File: config.mk
export PLATFORM = sky130hd
export DESIGN_NAME = perf_counter_unit
export DESIGN_NICKNAME = d
export VERILOG_FILES = /design/src/rtl/pcu_pkg.sv /design/src/rtl/pcu_ctrl.sv /design/src/rtl/pcu_datapath.sv /design/src/rtl/perf_counter_unit.sv
export SDC_FILE = /design/constraint.sdc
export NUM_CORES = 1
export LEC_CHECK = 0
export BUFFER_PORTS_ARGS = -buffer_cell sky130_fd_sc_hd__buf_2
export CAP_MARGIN = 25
export CORE_MARGIN = 1.5
export CORE_UTILIZATION = 30
export DETAILED_ROUTE_END_ITERATION = 8
export SLEW_MARGIN = 40
export SYNTH_ARGS = -nofsm -noshare
export SYNTH_HDL_FRONTEND = slang
export SYNTH_HIERARCHICAL = 1
export SYNTH_SLANG_ARGS = --single-unit
File: constraint.sdc
create_clock -name clk -period 2.31 [get_ports clk]
set_clock_uncertainty 0.15 [all_clocks]
set_input_delay 0.1155 -clock clk [delete_from_list [all_inputs] [get_ports clk]]
set_output_delay 0.1155 -clock clk [all_outputs]
set_load 0.03 [all_outputs]
File: src/rtl/pcu_pkg.sv
`timescale 1ns/1ps
package pcu_pkg;
  parameter int REG_W      = 32;
  parameter int CNT_W      = REG_W;
  parameter int N_EVT      = 3;
  parameter int N_SRC      = 8;
  parameter int TYPE_W     = 8;
  parameter int ADDR_W     = 4;
  parameter int DIV_RATIO  = 64;
  parameter int NUM_W      = 5;

  localparam int SEL_W   = $clog2(N_EVT);
  localparam int SRC_W   = $clog2(N_SRC);
  localparam int PRE_W   = $clog2(DIV_RATIO);
  localparam int CYC_BIT = REG_W - 1;

  // control word bit positions
  localparam int CB_GEN   = 0;
  localparam int CB_ERST  = 1;
  localparam int CB_CRST  = 2;
  localparam int CB_DIV   = 3;
  localparam int CB_PROH  = 4;
  localparam int CB_USER  = 5;
  localparam int NUM_LSB  = 11;

  typedef enum logic [ADDR_W-1:0] {
    A_CTRL   = 4'd0,
    A_ENSET  = 4'd1,
    A_ENCLR  = 4'd2,
    A_IRQSET = 4'd3,
    A_IRQCLR = 4'd4,
    A_OVF    = 4'd5,
    A_SEL    = 4'd6,
    A_EVDATA = 4'd7,
    A_EVTYPE = 4'd8,
    A_CYC    = 4'd9
  } regAddr_e;

  typedef struct packed {
    logic                         globalEn;
    logic                         div64;
    logic                         dbgProhibit;
    logic [N_EVT:0]               cntEn;
    logic [N_EVT:0]               irqEn;
    logic [N_EVT-1:0][TYPE_W-1:0] evType;
  } cfg_t;

  typedef struct packed {
    logic             evtRst;
    logic             cycRst;
    logic [N_EVT-1:0] evtWr;
    logic             cycWr;
    logic [N_EVT:0]   ovfClr;
    logic [REG_W-1:0] wrData;
  } strobe_t;

  function automatic logic [N_EVT:0] regToMask(input logic [REG_W-1:0] r);
    regToMask = {r[CYC_BIT], r[N_EVT-1:0]};
  endfunction

  function automatic logic [REG_W-1:0] maskToReg(input logic [N_EVT:0] m);
    logic [REG_W-1:0] r;
    r = '0;
    r[N_EVT-1:0] = m[N_EVT-1:0];
    r[CYC_BIT]   = m[N_EVT];
    maskToReg = r;
  endfunction
endpackage

File: src/rtl/pcu_ctrl.sv
`timescale 1ns/1ps
module pcu_ctrl
  import pcu_pkg::*;
(
  input  logic                         clk,
  input  logic                         rstN,
  input  logic [ADDR_W-1:0]            regAddr,
  input  logic                         regWrEn,
  input  logic [REG_W-1:0]             regWrData,
  input  logic [N_EVT-1:0][CNT_W-1:0]  evCnt,
  input  logic [CNT_W-1:0]             cycCnt,
  input  logic [N_EVT:0]               ovf,
  output cfg_t                         cfg,
  output strobe_t                      strb,
  output logic [REG_W-1:0]             regRdData
);
  logic                         globalEn, div64, prohibit, userEn;
  logic [N_EVT:0]               cntEn, irqEn;
  logic [SEL_W-1:0]             sel;
  logic [N_EVT-1:0][TYPE_W-1:0] evType;
  logic                         selValid;
  logic [REG_W-1:0]             rdNext, ctrlWord, selData, selType;

  assign selValid = (sel < SEL_W'(N_EVT));

  // configuration registers
  always_ff @(posedge clk) begin
    if (!rstN) begin
      globalEn <= 1'b0;
      div64    <= 1'b0;
      prohibit <= 1'b0;
      userEn   <= 1'b0;
      cntEn    <= '0;
      irqEn    <= '0;
      sel      <= '0;
      evType   <= '0;
    end else if (regWrEn) begin
      case (regAddr)
        A_CTRL: begin
          globalEn <= regWrData[CB_GEN];
          div64    <= regWrData[CB_DIV];
          prohibit <= regWrData[CB_PROH];
          userEn   <= regWrData[CB_USER];
        end
        A_ENSET:  cntEn <= cntEn | regToMask(regWrData);
        A_ENCLR:  cntEn <= cntEn & ~regToMask(regWrData);
        A_IRQSET: irqEn <= irqEn | regToMask(regWrData);
        A_IRQCLR: irqEn <= irqEn & ~regToMask(regWrData);
        A_SEL:    sel   <= regWrData[SEL_W-1:0];
        A_EVTYPE: begin
          for (int k = 0; k < N_EVT; k++) begin
            if (sel == SEL_W'(k)) evType[k] <= regWrData[TYPE_W-1:0];
          end
        end
        default: ;
      endcase
    end
  end

  // strobes toward the datapath
  always_comb begin
    strb        = '0;
    strb.wrData = regWrData;
    if (regWrEn) begin
      case (regAddr)
        A_CTRL: begin
          strb.evtRst = regWrData[CB_ERST];
          strb.cycRst = regWrData[CB_CRST];
        end
        A_OVF:  strb.ovfClr = regToMask(regWrData);
        A_CYC:  strb.cycWr  = 1'b1;
        A_EVDATA: begin
          for (int k = 0; k < N_EVT; k++) begin
            strb.evtWr[k] = (sel == SEL_W'(k));
          end
        end
        default: ;
      endcase
    end
  end

  always_comb begin
    cfg.globalEn    = globalEn;
    cfg.div64       = div64;
    cfg.dbgProhibit = prohibit;
    cfg.cntEn       = cntEn;
    cfg.irqEn       = irqEn;
    cfg.evType      = evType;
  end

  // banked window selection
  always_comb begin
    selData = '0;
    selType = '0;
    for (int k = 0; k < N_EVT; k++) begin
      if (selValid && sel == SEL_W'(k)) begin
        selData            = evCnt[k];
        selType[TYPE_W-1:0] = evType[k];
      end
    end
  end

  always_comb begin
    ctrlWord                       = '0;
    ctrlWord[CB_GEN]               = globalEn;
    ctrlWord[CB_DIV]               = div64;
    ctrlWord[CB_PROH]              = prohibit;
    ctrlWord[CB_USER]              = userEn;
    ctrlWord[NUM_LSB +: NUM_W]     = NUM_W'(N_EVT);
  end

  always_comb begin
    rdNext = '0;
    case (regAddr)
      A_CTRL:             rdNext = ctrlWord;
      A_ENSET, A_ENCLR:   rdNext = maskToReg(cntEn);
      A_IRQSET, A_IRQCLR: rdNext = maskToReg(irqEn);
      A_OVF:              rdNext = maskToReg(ovf);
      A_SEL:              rdNext[SEL_W-1:0] = sel;
      A_EVDATA:           rdNext = selData;
      A_EVTYPE:           rdNext = selType;
      A_CYC:              rdNext = cycCnt;
      default:            rdNext = '0;
    endcase
  end

  always_ff @(posedge clk) begin
    if (!rstN) regRdData <= '0;
    else       regRdData <= rdNext;
  end
endmodule

File: src/rtl/pcu_datapath.sv
`timescale 1ns/1ps
module pcu_datapath
  import pcu_pkg::*;
(
  input  logic                         clk,
  input  logic                         rstN,
  input  cfg_t                         cfg,
  input  strobe_t                      strb,
  input  logic [N_SRC-1:0]             eventIn,
  input  logic                         dbgEn,
  input  logic                         niDbgEn,
  output logic [N_EVT-1:0][CNT_W-1:0]  evCnt,
  output logic [CNT_W-1:0]             cycCnt,
  output logic [N_EVT:0]               ovf,
  output logic                         irq
);
  logic evtAuth, cycAuth;

  assign evtAuth = dbgEn | niDbgEn;
  assign cycAuth = cfg.dbgProhibit ? evtAuth : 1'b1;

  for (genvar i = 0; i < N_EVT; i++) begin : gEvt
    logic [CNT_W-1:0] cntQ;
    logic             flagQ, hit, inc, wrap;

    assign hit  = (cfg.evType[i] < TYPE_W'(N_SRC)) &&
                  eventIn[cfg.evType[i][SRC_W-1:0]];
    assign inc  = cfg.globalEn && cfg.cntEn[i] && evtAuth && hit;
    assign wrap = inc && (cntQ == '1) && !strb.evtRst && !strb.evtWr[i];

    always_ff @(posedge clk) begin
      if (!rstN)              cntQ <= '0;
      else if (strb.evtRst)   cntQ <= '0;
      else if (strb.evtWr[i]) cntQ <= strb.wrData[CNT_W-1:0];
      else if (inc)           cntQ <= cntQ + 1'b1;
    end

    always_ff @(posedge clk) begin
      if (!rstN)               flagQ <= 1'b0;
      else if (wrap)           flagQ <= 1'b1;
      else if (strb.ovfClr[i]) flagQ <= 1'b0;
    end

    assign evCnt[i] = cntQ;
    assign ovf[i]   = flagQ;
  end

  logic [PRE_W-1:0] preQ;
  logic             cycActive, tick, cycWrap, cycFlagQ;

  assign cycActive = cfg.globalEn && cfg.cntEn[N_EVT] && cycAuth;
  assign tick      = cycActive && (!cfg.div64 || preQ == PRE_W'(DIV_RATIO - 1));
  assign cycWrap   = tick && (cycCnt == '1) && !strb.cycRst && !strb.cycWr;

  always_ff @(posedge clk) begin
    if (!rstN)                         preQ <= '0;
    else if (strb.cycRst)              preQ <= '0;
    else if (cycActive && cfg.div64)   preQ <= preQ + 1'b1;
  end

  always_ff @(posedge clk) begin
    if (!rstN)            cycCnt <= '0;
    else if (strb.cycRst) cycCnt <= '0;
    else if (strb.cycWr)  cycCnt <= strb.wrData[CNT_W-1:0];
    else if (tick)        cycCnt <= cycCnt + 1'b1;
  end

  always_ff @(posedge clk) begin
    if (!rstN)                   cycFlagQ <= 1'b0;
    else if (cycWrap)            cycFlagQ <= 1'b1;
    else if (strb.ovfClr[N_EVT]) cycFlagQ <= 1'b0;
  end

  assign ovf[N_EVT] = cycFlagQ;
  assign irq        = |(ovf & cfg.irqEn);
endmodule

File: src/rtl/perf_counter_unit.sv
`timescale 1ns/1ps
module perf_counter_unit
  import pcu_pkg::*;
(
  input  logic               clk,
  input  logic               rstN,
  input  logic [ADDR_W-1:0]  regAddr,
  input  logic               regWrEn,
  input  logic [REG_W-1:0]   regWrData,
  output logic [REG_W-1:0]   regRdData,
  input  logic [N_SRC-1:0]   eventIn,
  input  logic               dbgEn,
  input  logic               niDbgEn,
  output logic               pmuIrq
);
  cfg_t                        cfg;
  strobe_t                     strb;
  logic [N_EVT-1:0][CNT_W-1:0] evCnt;
  logic [CNT_W-1:0]            cycCnt;
  logic [N_EVT:0]              ovf;

  pcu_ctrl ctrlI (
    .clk       (clk),
    .rstN      (rstN),
    .regAddr   (regAddr),
    .regWrEn   (regWrEn),
    .regWrData (regWrData),
    .evCnt     (evCnt),
    .cycCnt    (cycCnt),
    .ovf       (ovf),
    .cfg       (cfg),
    .strb      (strb),
    .regRdData (regRdData)
  );

  pcu_datapath dpI (
    .clk     (clk),
    .rstN    (rstN),
    .cfg     (cfg),
    .strb    (strb),
    .eventIn (eventIn),
    .dbgEn   (dbgEn),
    .niDbgEn (niDbgEn),
    .evCnt   (evCnt),
    .cycCnt  (cycCnt),
    .ovf     (ovf),
    .irq     (pmuIrq)
  );
endmodule

==> flow_summary.ini <==
[run_status]
run_status = complete, but fails checks
failed_checks = setup timing

[die]
die_w_um = 201
die_area_mm2 = 0.0404
chipHeight_um = 201
initial_core_util_pct = 30.4
io_pins = 82
floorplan.core_area_mm2 = 0.0386
placement_rows = 72

[yosys]
yosysWarnings = 6
synthCells = 1437
synthTopCellsByCount = sky130_fd_sc_hd__dfxtp_1, sky130_fd_sc_hd__o21ai_0, sky130_fd_sc_hd__a21oi_1
yosys_register_bits = 208
synthTopCellsByArea = sky130_fd_sc_hd__dfxtp_1, sky130_fd_sc_hd__o21ai_0, sky130_fd_sc_hd__mux2i_1
syn-cell-area_mm2 = 0.0118
post-synth-top-area-fraction_pct = 35.4
synthDominantAreaCellType = sky130_fd_sc_hd__dfxtp_1
yosysSeqAreaShare_pct = 35.4
compound_cell_area_share_of_the_yosys_netlist_pct = 18.4
post_synth_and_or_nand_nor_area_fraction_pct = 22.7
yosys.area_share.adder_pct = 0.532
dominant_combinational_cell_family_by_area_after_synthesis = simple AND/OR/NAND/NOR gates
post-synth-top-count-cell = sky130_fd_sc_hd__dfxtp_1
mux_cell_area_share_after_synthesis_pct = 6.96
syn-mean-instance-area_um2 = 8.19
synth_nets = 1491
netlist-cell-type-count = 72
dominantRegCellSynth = sky130_fd_sc_hd__dfxtp_1
postSynth.asyncResetShare_pct = 0
synth-edff-count = 0
synth_xor_area_share_pct = 9.16

[critical_path]
capturing_point_of_the_worst_reg2reg_path = dpI/gEvt[1].cntQ[30]
timing.critical_path.to_type = flop
crit_family = simple AND/OR/NAND/NOR gates
path_cells = or4b_4 > or4_4 > nor4_4 > buf_6 > nand4_1 > xnor2_1 > o21ba_2
critPathRequiredTime_ps = 2580
worstSetupPathType = reg -> reg
setup.worst_path.start = ctrlI/cfg[12]
cp.buffers_inverters = 1
timing.rr.start = ctrlI/cfg[12]
worst_r2r_setup_slack_ps = -220
timing.critical_path.slowest_cell_delay_ps = 540
cp_max_fo = 5
crit_path_end = dpI/gEvt[1].cntQ[30]
cp.arrival_ps = 2810
crit_path_depth = 7
critical_path.slowest_cell = sky130_fd_sc_hd__or4b_4
worst_setup_path_start_kind = flop
worst-r2r-cell-count = 7

[global_route]
globalRoute.totalOverflow = 0
grt_first_pass_wirelength_um = 62400
grt_util_met2_pct = 31.1
globalRouteTotalUtil_pct = 19.4
grt_antenna_before_repair = 1
most_used_layer_global_route = met2
grt_util_met1_pct = 26.0
global_route.usage.met3_pct = 3.12
largest_net_degree_at_the_start_of_global_routing = 47
first_global_vias = 10900

[timing]
postLayoutSetupSlackWorst_ps = -225
report.final.hold_viol_count = 0
grt_setup_unrepaired = yes
fmax_mhz = 394
headroom_to_the_max_slew_limit_pct = 56.1
number_of_failing_setup_endpoints_in_the_final_timing_report = 33
final_max_slew_viol_count = 0
post-route-period-util_pct = 110
tightest_slew_ps = 657
finalWorstPathRequiredPeriod_ps = 2530

[place]
detailedPlacementHpwl_um = 28400
dpl_worst_slack_ps = -161
place.port_buffers = 81
place.detailed.instances = 2034
place.gp.congestion = 0.900

[detailed_routing]
vias = 11300
drc = 0
routedWlPerCell_um = 19.1
drt-pass1-iter-count = 6
detail_route.wirelength_um = 40700
drt-initial-drc-count = 959
drt-vias-per-instance = 5.31
antenna_left = 0

[clocking]
worst_skew_pair.late_latency_ps = 550
cts.sinks = 208
cts.htree.levels = 1
number_of_buffers_on_the_longest_clock_path = 3
clk_pin_slew_ps = 60
tritoncts_clock_tree = yes
number_of_buffers_added_by_the_clock_tree_synthesis_step = 25
root_buffer = sky130_fd_sc_hd__clkbuf_16

[cells_and_area]
fin_cells = 2131
post_layout_nets = 1648
diodes = 0
area_growth_syn_to_layout_pct = 28.7
final_layout_size_suffix_gt1_share_pct = 22.9

[power_and_ir_drop]
worst_ir_drop_on_vdd_mv = 0.493
total_leakage_power_uw = 0.00552
power_density_mw_per_mm2 = 568

[min_path]
timing.hold.worst.class = in -> reg

[job]
max_cap_viol_count = 0
-- repair_timing --
action / 4_1_cts / 5_1_grt
hold buffers: 40 / 0
setup endpoints to repair: 49 / 75
gates cloned: 1 / 2
setup buffers: 2 / 7
pin swaps: 10 / 56
resized for setup: 23 / 83
hold endpoints to repair: 166 / 0
-- layout make-up --
| type | count | area [um^2] |
|---|---|---|
| multi-input combinational | 1074 | 7230 |
| fill | 3829 | 23500 |
| timing repair buffer | 262 | 2090 |
| tap | 518 | 648 |
| sequential | 208 | 4180 |
| clock buffer | 31 | 688 |
| clock inverter | 15 | 225 |
| inverter | 23 | 86.3 |
-- cells by family (layout without fill, tap and decap cells) --
| logic type | Yosys count | in the layout |
|---|---|---|
| simple gates | 483 | 483 |
| flops | 208 | 208 |
| mux | 81 | 81 |
| xor+xnor | 123 | 123 |
| compound gates | 382 | 382 |
| buf+inv | 155 | 331 |
| fa+ha+maj | 5 | 5 |
-- how the worst min path moves through the flow --
stage	depth (start not counted)	startpoint	to	slack, ps
after floorplan	1	rstN	dpI/gEvt[2].flagQ	80
after global placement	2	ctrlI/userEn	ctrlI/userEn	310
after detailed placement	3	regWrData[15]	dpI/gEvt[1].cntQ[15]	310
after CTS	6	dbgEn	dpI/cycCnt[1]	50
after global routing	6	dbgEn	dpI/cycCnt[1]	130
final	6	dbgEn	dpI/cycCnt[1]	60
-- power breakdown --
group	switching, uW	internal, uW	total (uW)	leakage [uW]
combinational	353	228	582	0.00340
sequential	32.3	3620	3650	0.00168
clock	1690	2690	4380	0.000436
total	2070	6540	8610	0.00552
-- metrics by stage --
stage | utilization [%] | hold slack (ps) | instance area (um^2) | setup TNS (ps) | total power (uW)
3_3_place_gp | 34.3 | 306 | 13200 | -2620 | 4240
5_1_grt | 39.2 | 134 | 15100 | -7090 | 8840
4_1_cts | 38.0 | 50.6 | 14700 | -2680 | 8650
6_report | 39.2 | 60.5 | 15100 | -4830 | 8610
2_1_floorplan | - | 83.3 | 11800 | -43.0 | 4030
3_5_place_dp | 34.3 | 308 | 13200 | -3490 | 4240
-- worst reg2reg max path: stages, from the launching register on --
cell	delay, ps
sky130_fd_sc_hd__dfxtp_2	320
sky130_fd_sc_hd__or4b_4	540
sky130_fd_sc_hd__or4_4	440
sky130_fd_sc_hd__nor4_4	310
sky130_fd_sc_hd__buf_6	180
sky130_fd_sc_hd__nand4_1	110
sky130_fd_sc_hd__xnor2_1	160
sky130_fd_sc_hd__o21ba_2	190
-- metal layers --
layer | share of wire, % | vias to the layer above
li1 | - | 5417
met2 | 45 | 433
met3 | 6.6 | 96
met1 | 44 | 5373
met4 | 3.5 | 2
met5 | 0.032 | -
-- registers in the layout (all words and copies together) (netlist names), named ones only --
| signal | cells |
|---|---|
| ctrlI/cfg | 24 |
| ctrlI/div64 | 1 |
| ctrlI/globalEn | 1 |
| ctrlI/prohibit | 1 |
| ctrlI/regRdData | 32 |
| ctrlI/sel | 2 |
| ctrlI/userEn | 1 |
| dpI/cycCnt | 32 |
| dpI/cycFlagQ | 1 |
| dpI/gEvt.cntQ | 96 |
| dpI/gEvt.flagQ | 3 |
| dpI/preQ | 6 |
-- placed cells by master, fill, tap and decap left out, types with 9 or more instances in the layout --
master	instances
sky130_fd_sc_hd__a211oi_1	10
sky130_fd_sc_hd__a21boi_0	13
sky130_fd_sc_hd__a21oi_1	132
sky130_fd_sc_hd__a31oi_1	15
sky130_fd_sc_hd__and2_1	44
sky130_fd_sc_hd__and3_1	30
sky130_fd_sc_hd__and4_1	11
sky130_fd_sc_hd__buf_12	13
sky130_fd_sc_hd__buf_2	81
sky130_fd_sc_hd__buf_4	117
sky130_fd_sc_hd__buf_6	9
sky130_fd_sc_hd__clkbuf_16	26
sky130_fd_sc_hd__dfxtp_1	196
sky130_fd_sc_hd__dfxtp_2	12
sky130_fd_sc_hd__dlygate4sd3_1	40
sky130_fd_sc_hd__inv_1	20
sky130_fd_sc_hd__mux2i_1	75
sky130_fd_sc_hd__nand2_1	77
sky130_fd_sc_hd__nand3_1	49
sky130_fd_sc_hd__nand4_1	49
sky130_fd_sc_hd__nor2_1	81
sky130_fd_sc_hd__nor2b_1	28
sky130_fd_sc_hd__nor3_1	13
sky130_fd_sc_hd__o21ai_0	167
sky130_fd_sc_hd__xnor2_1	58
sky130_fd_sc_hd__xor2_1	61
Power figures use the tool's default switching activity.
